[config.mk]
export PLATFORM = sky130hd
export DESIGN_NAME = rx_ring_free_tracker
export DESIGN_NICKNAME = d
export VERILOG_FILES = /design/src/rtl/rxr_pkg.sv /design/src/rtl/rxr_idx_step.sv /design/src/rtl/rxr_free_calc.sv /design/src/rtl/rxr_bp_cmp.sv /design/src/rtl/rx_ring_free_tracker.sv
export SDC_FILE = /design/constraint.sdc
export NUM_CORES = 1
export LEC_CHECK = 0
export BUFFER_PORTS_ARGS = -buffer_cell sky130_fd_sc_hd__clkbuf_2
export CELL_PAD_IN_SITES_DETAIL_PLACEMENT = 1
export CELL_PAD_IN_SITES_GLOBAL_PLACEMENT = 2
export CORE_ASPECT_RATIO = 1.4
export CORE_MARGIN = 3
export CORE_UTILIZATION = 40
export DETAILED_ROUTE_END_ITERATION = 8
export HOLD_SLACK_MARGIN = 0.03
export PLACE_DENSITY = 0.92
export SLEW_MARGIN = 20
export SYNTH_ARGS = -nofsm -noshare
export SYNTH_HDL_FRONTEND = slang
export SYNTH_SLANG_ARGS = --single-unit
export TNS_END_PERCENT = 10
[constraint.sdc]
create_clock -name clk -period 10.6 [get_ports clk]
set_clock_uncertainty 0.15 [all_clocks]
set_input_delay 0.53 -clock clk [delete_from_list [all_inputs] [get_ports clk]]
set_output_delay 0.53 -clock clk [all_outputs]
set_load 0.02 [all_outputs]
[src/rtl/rxr_pkg.sv]
package rxr_pkg;
    typedef enum logic [1:0] {
        SEL_LEN     = 2'd0,
        SEL_FREED   = 2'd1,
        SEL_RESTART = 2'd2,
        SEL_THRESH  = 2'd3
    } sel_e;

    // Event that most recently moved an index; decides the equal-index case.
    typedef enum logic [1:0] {
        MATCH_ALL  = 2'd0,
        MATCH_ONE  = 2'd1,
        MATCH_FULL = 2'd2
    } match_e;
endpackage

[src/rtl/rxr_idx_step.sv]
module rxr_idx_step #(
    parameter int IDX_W = 8,
    localparam int CNT_W = IDX_W + 1
) (
    input  logic [IDX_W-1:0] idx,
    input  logic [CNT_W-1:0] len,
    output logic [IDX_W-1:0] nxt
);
    logic [CNT_W-1:0] plus_one;

    always_comb begin
        plus_one = {1'b0, idx} + CNT_W'(1);
        nxt      = (plus_one >= len) ? '0 : plus_one[IDX_W-1:0];
    end
endmodule

[src/rtl/rxr_free_calc.sv]
module rxr_free_calc
    import rxr_pkg::*;
#(
    parameter int IDX_W = 8,
    localparam int CNT_W = IDX_W + 1
) (
    input  logic [IDX_W-1:0] cur,
    input  logic [IDX_W-1:0] fr,
    input  logic [CNT_W-1:0] len,
    input  match_e           cause,
    output logic [CNT_W-1:0] cnt
);
    logic [CNT_W-1:0] cur_w;
    logic [CNT_W-1:0] fr_w;

    always_comb begin
        cur_w = {1'b0, cur};
        fr_w  = {1'b0, fr};
        if (fr_w > cur_w) begin
            cnt = fr_w - cur_w;
        end else if (fr_w < cur_w) begin
            cnt = len - (cur_w - fr_w);
        end else begin
            unique case (cause)
                MATCH_ONE:  cnt = CNT_W'(1);
                MATCH_FULL: cnt = '0;
                default:    cnt = len;
            endcase
        end
    end
endmodule

[src/rtl/rxr_bp_cmp.sv]
module rxr_bp_cmp #(
    parameter int CNT_W = 9
) (
    input  logic [CNT_W-1:0] cnt,
    input  logic [CNT_W-1:0] thresh,
    input  logic             half_duplex,
    output logic             bp_req
);
    always_comb begin
        bp_req = !half_duplex && (cnt <= thresh);
    end
endmodule

[src/rtl/rx_ring_free_tracker.sv]
module rx_ring_free_tracker
    import rxr_pkg::*;
#(
    parameter int IDX_W = 8,
    localparam int CNT_W = IDX_W + 1,
    localparam int MAX_LEN = 1 << IDX_W
) (
    input  logic             clk,
    input  logic             rst_n,
    input  logic             wr_en,
    input  logic [1:0]       wr_sel,
    input  logic [CNT_W-1:0] wr_data,
    input  logic             half_duplex,
    input  logic             hw_adv,
    input  logic             hw_wb,
    output logic [CNT_W-1:0] free_cnt,
    output logic             bp_req,
    output logic             busy
);
    typedef struct packed {
        logic [IDX_W-1:0] cur;
        logic [IDX_W-1:0] fr;
        logic [CNT_W-1:0] len;
        logic [CNT_W-1:0] thr;
        match_e           cause;
        logic             busy;
    } trk_t;

    trk_t             s_d, s_q;
    sel_e             sel;
    logic [IDX_W-1:0] cur_nxt_d;
    logic             equal_q;
    logic             blocked_q;
    logic             len_ok;
    logic             fr_ok;

    assign sel       = sel_e'(wr_sel);
    assign equal_q   = (s_q.cur == s_q.fr);
    assign blocked_q = equal_q && (s_q.cause != MATCH_ALL);
    assign len_ok    = (wr_data != '0) && (wr_data <= CNT_W'(MAX_LEN));
    assign fr_ok     = (wr_data < s_q.len);

    rxr_idx_step #(.IDX_W(IDX_W)) i_step (
        .idx (s_q.cur),
        .len (s_q.len),
        .nxt (cur_nxt_d)
    );

    rxr_free_calc #(.IDX_W(IDX_W)) i_calc (
        .cur   (s_q.cur),
        .fr    (s_q.fr),
        .len   (s_q.len),
        .cause (s_q.cause),
        .cnt   (free_cnt)
    );

    rxr_bp_cmp #(.CNT_W(CNT_W)) i_cmp (
        .cnt         (free_cnt),
        .thresh      (s_q.thr),
        .half_duplex (half_duplex),
        .bp_req      (bp_req)
    );

    assign busy = s_q.busy;

    always_comb begin
        s_d = s_q;
        if (wr_en) begin
            // Register writes take the cycle; hardware strobes are dropped.
            unique case (sel)
                SEL_LEN: begin
                    if (len_ok) begin
                        s_d.len   = wr_data;
                        s_d.cur   = '0;
                        s_d.fr    = '0;
                        s_d.cause = MATCH_ALL;
                        s_d.busy  = 1'b0;
                    end
                end
                SEL_FREED: begin
                    if (fr_ok) begin
                        s_d.fr    = wr_data[IDX_W-1:0];
                        s_d.cause = MATCH_ALL;
                    end
                end
                SEL_RESTART: begin
                    s_d.cur   = '0;
                    s_d.fr    = '0;
                    s_d.cause = MATCH_ALL;
                    s_d.busy  = 1'b0;
                end
                default: begin
                    s_d.thr = wr_data;
                end
            endcase
        end else begin
            if (hw_adv) begin
                if (blocked_q) begin
                    s_d.busy = 1'b1;
                end else begin
                    s_d.cur   = cur_nxt_d;
                    s_d.cause = MATCH_ONE;
                end
            end
            if (hw_wb && equal_q && (s_q.cause == MATCH_ONE)) begin
                s_d.cause = MATCH_FULL;
            end
        end
    end

    always_ff @(posedge clk) begin
        if (!rst_n) begin
            s_q.cur   <= '0;
            s_q.fr    <= '0;
            s_q.len   <= CNT_W'(MAX_LEN);
            s_q.thr   <= '0;
            s_q.cause <= MATCH_ALL;
            s_q.busy  <= 1'b0;
        end else begin
            s_q <= s_d;
        end
    end

    // Count produced by the calculator never exceeds the stored length.
    p_cnt_range_r2: assert property (@(posedge clk) disable iff (!rst_n)
        free_cnt <= s_q.len);

    // Both indices stay inside the ring.
    p_idx_range_r9: assert property (@(posedge clk) disable iff (!rst_n)
        ({1'b0, s_q.cur} < s_q.len) && ({1'b0, s_q.fr} < s_q.len));

    p_restart_all_free_r5: assert property (@(posedge clk) disable iff (!rst_n)
        (wr_en && sel == SEL_RESTART) |=> (free_cnt == s_q.len) && !busy);

    p_refused_step_r8: assert property (@(posedge clk) disable iff (!rst_n)
        (!wr_en && hw_adv && blocked_q) |=> $stable(s_q.cur) && busy);

    p_last_wb_full_r7: assert property (@(posedge clk) disable iff (!rst_n)
        (!wr_en && hw_wb && equal_q && s_q.cause == MATCH_ONE) |=> free_cnt == '0);

    p_half_duplex_quiet_r10: assert property (@(posedge clk) disable iff (!rst_n)
        half_duplex |-> !bp_req);

    p_write_drops_hw_r12: assert property (@(posedge clk) disable iff (!rst_n)
        (wr_en && sel == SEL_THRESH) |=> $stable(s_q.cur) && (busy == $past(s_q.busy)));
endmodule

==> qor.csv <==
metric,value,unit
status,"finished, final reports clean",
switching_power,0.186,mW
post_cts_buffers,0,
max_slew_margin,50.0,%
multi_input_area,0.00245,mm²
clk_pin_slew,0.06,ns
r2r_slack,7.63,ns
wl_met3,366,µm
num_antenna_cells,0,
clk_path_buf_depth,2,
r2r_start,s_q[30],
max_cap_violations,0,
grt_max_degree,35,
grtUsageTotal,23.1,%
swShare,37.7,%
endpoint,bp_req,
fmaxAchievable,0.206,GHz
die-width,84.4,µm
core,0.00825,mm²
synth_flop_cell,dfxtp_1,
crit_path_start_kind,register,
drt_iter0_markers,104,
fin_crit_sh,45.8,%
final-hold-violation-count,0,
cts-buffers-inserted,5,
p_leak,1.67,nW
dieArea,0.00977,mm²
cts_resized,0,
syn_avg_cell_area,8.19,µm²
tns,0,ns
grt_pass1_wl,17600,µm
num-fill-cells,1032,
cts-root-buf,clkbuf_16,
clkSinkCount,37,
tritoncts,built,
wl_per_cell,19.5,µm
p_clk_share,29.7,%
final_nets,513,
cts-hold-fix-buffers,0,
yosys_warnings,0,
synth_area,0.00344,mm²
synth.area.top_cells,"dfxtp_1 22%, ha_1 16%, nand2_1 5.6%",
worst-path-max-fanout,6,
top_layer,met4,
cts.htree.levels,2,
dp_cells,537,
rr_worst_depth,9,
comb_power_share,40.5,%
dr_total_vias,3125,
crit_type,reg2out,
synthToLayoutAreaGrowth,10.0,%
whs,0.321,ns
drv_slew,0,
grt_pass1_vias,3379,
io_buffer_count,27,
ir_drop,0.101,mV
dp_hpwl,8660,µm
final_cells,545,
antenna_left,0,
drc_errors,0,
pin_count,28,
start_util,41.7,%
power_frac_seq,29.8,%
cp-startpoint,s_q[16],
synth-edff-count,0,
synth_top_area_share,21.5,%
worstReg2RegEnd,s_q[35],
setup_viol,0,
ys_ff_latch,37,
powerDensity,130,mW/mm²
drt-total-wl,10600,µm
routabilityCongestion,0.848,
p_int,0.307,mW
ys_seq_area_share,21.5,%
worstPathRequired,9.92,ns
worst_slew_pin_slew,0.748,ns
yosysUniqueCellTypes,62,
overflow,0,
rsz0062_at_grt,no,
synth_fp_nets,491,
period_needed,4.86,ns
via_per_inst,5.73,
clock_latency,0.29,ns
layout-drive-gt1-share,10.4,%
seq_area,741,µm²
antenna_found_initial,0,
end_kind,output port,
drt-pass1-iter-count,4,
synthCells,420,
wl_met1,4330,µm
yosys.area.top_type,dfxtp_1,
fp.dieH,116,µm
wl_met2,5650,µm
crit_arrival,4.18,ns
placementRows,39,
synthArstFlopShare,0,%
min_path_type,reg2reg,
==> flip-flops by register name, summed over array words and instances, names as in the netlist <==
name and cells:
busy 1, s_q 36
==> power groups by stage <==
stage / registers (mW) / logic [mW] / clock network (mW)
6_report: 0.147 / 0.199 / 0.146
5_1_grt: 0.147 / 0.221 / 0.155
4_1_cts: 0.147 / 0.201 / 0.150
3_5_place_dp: 0.150 / 0.200 / 0
3_3_place_gp: 0.149 / 0.194 / 0
2_1_floorplan: 0.148 / 0.142 / 0
==> cell usage after synthesis (all sizes together) (2+ instances only) <==
cell     instances
nand3           10
a31oi            4
xnor2           10
o21bai           3
o211a            2
o21ai           12
or2              5
a22o             4
o22a             2
xor2             5
a221o            2
a2111oi          2
a21oi           22
dfxtp           37
mux2i           19
nor3             9
nand4            5
o21a             6
nor2b           14
or3              3
a21o             6
o22ai            3
o211ai           2
nor2            17
buf              6
o31a             2
nand2           51
and2             2
and3             6
nand2b           3
ha              45
nor4             5
clkbuf           6
o31ai            3
inv             51
a211oi           5
a21boi          10
fa               9
==> layout by cell type, fill, tap and decap left out, drive strengths merged, types with 3 or more instances in the layout <==
cell type and count:
nand2 51, inv 51, ha 45, dfxtp 37, clkbuf 33, a21oi 22
mux2i 19, nor2 17, nor2b 14, o21ai 12, xnor2 10, nand3 10
a21boi 10, fa 9, nor3 9, a21o 6, and3 6, o21a 6
a211oi 5, nor4 5, nand4 5, xor2 5, or2 5, a31oi 4
a22o 4, o21bai 3, or3 3, o31ai 3, nand2b 3, o22ai 3
==> worst min path at each step <==
stage | start | endpoint | cells past startpoint
CTS | s_q[21] | s_q[21] | 2
floorplan | s_q[21] | s_q[21] | 2
global route | s_q[28] | s_q[28] | 2
detailed placement | s_q[21] | s_q[21] | 2
finish | s_q[9] | s_q[9] | 2
global placement | s_q[7] | s_q[7] | 2
==> metal layers <==
metal | vias up | track usage [%]
li1 | 1512 | -
met1 | 1543 | 25.8
met2 | 51 | 44.8
met3 | 19 | 2.99
met4 | 0 | 7.81
met5 | - | 0
==> kinds of logic after synthesis <==
logic type,after synthesis,share of synthesized area [%]
and+or+nand+nor,135,19.5
AOI/OAI and AO/OA,96,20.2
buffers and inverters,63,7.24
adders and majority gates,54,21.6
DFF,37,21.5
muxes,20,5.85
xor gates and xnor gates,15,4.04
==> stage by stage <==
stage	power [mW]	setup slack [ns]	cell area, µm²	utilization [%]
2_1_floorplan	0.291	6.00	3440	-
3_3_place_gp	0.343	6.11	3650	44.2
3_5_place_dp	0.349	6.01	3650	44.2
4_1_cts	0.497	5.70	3780	45.9
5_1_grt	0.523	5.45	3780	45.9
6_report	0.492	5.74	3780	45.9
==> critical path: stages (launching register included) <==
cell and delay [ns]:
dfxtp_1 0.33, inv_1 0.12, fa_1 0.56, inv_1 0.04, ha_1 0.35, and3_1 0.22, a2111oi_2 0.48, xnor2_1 0.17
nor2_1 0.05, a21oi_1 0.25, ha_1 0.32, a21o_1 0.17, a21o_1 0.17, a21oi_1 0.15, a21boi_0 0.10, o31ai_1 0.21
clkbuf_2 0.21
==> layout make-up <==
class                   count  area share (%)
clock buffers               6            3.40
clock inverters             2           0.264
inverters                  51            5.06
multi-input cells         320            64.8
flip-flops and latches     37            19.6
well taps                 102            3.37
repair buffers             27            3.57
Note: power is estimated with default switching activity, not from simulation.
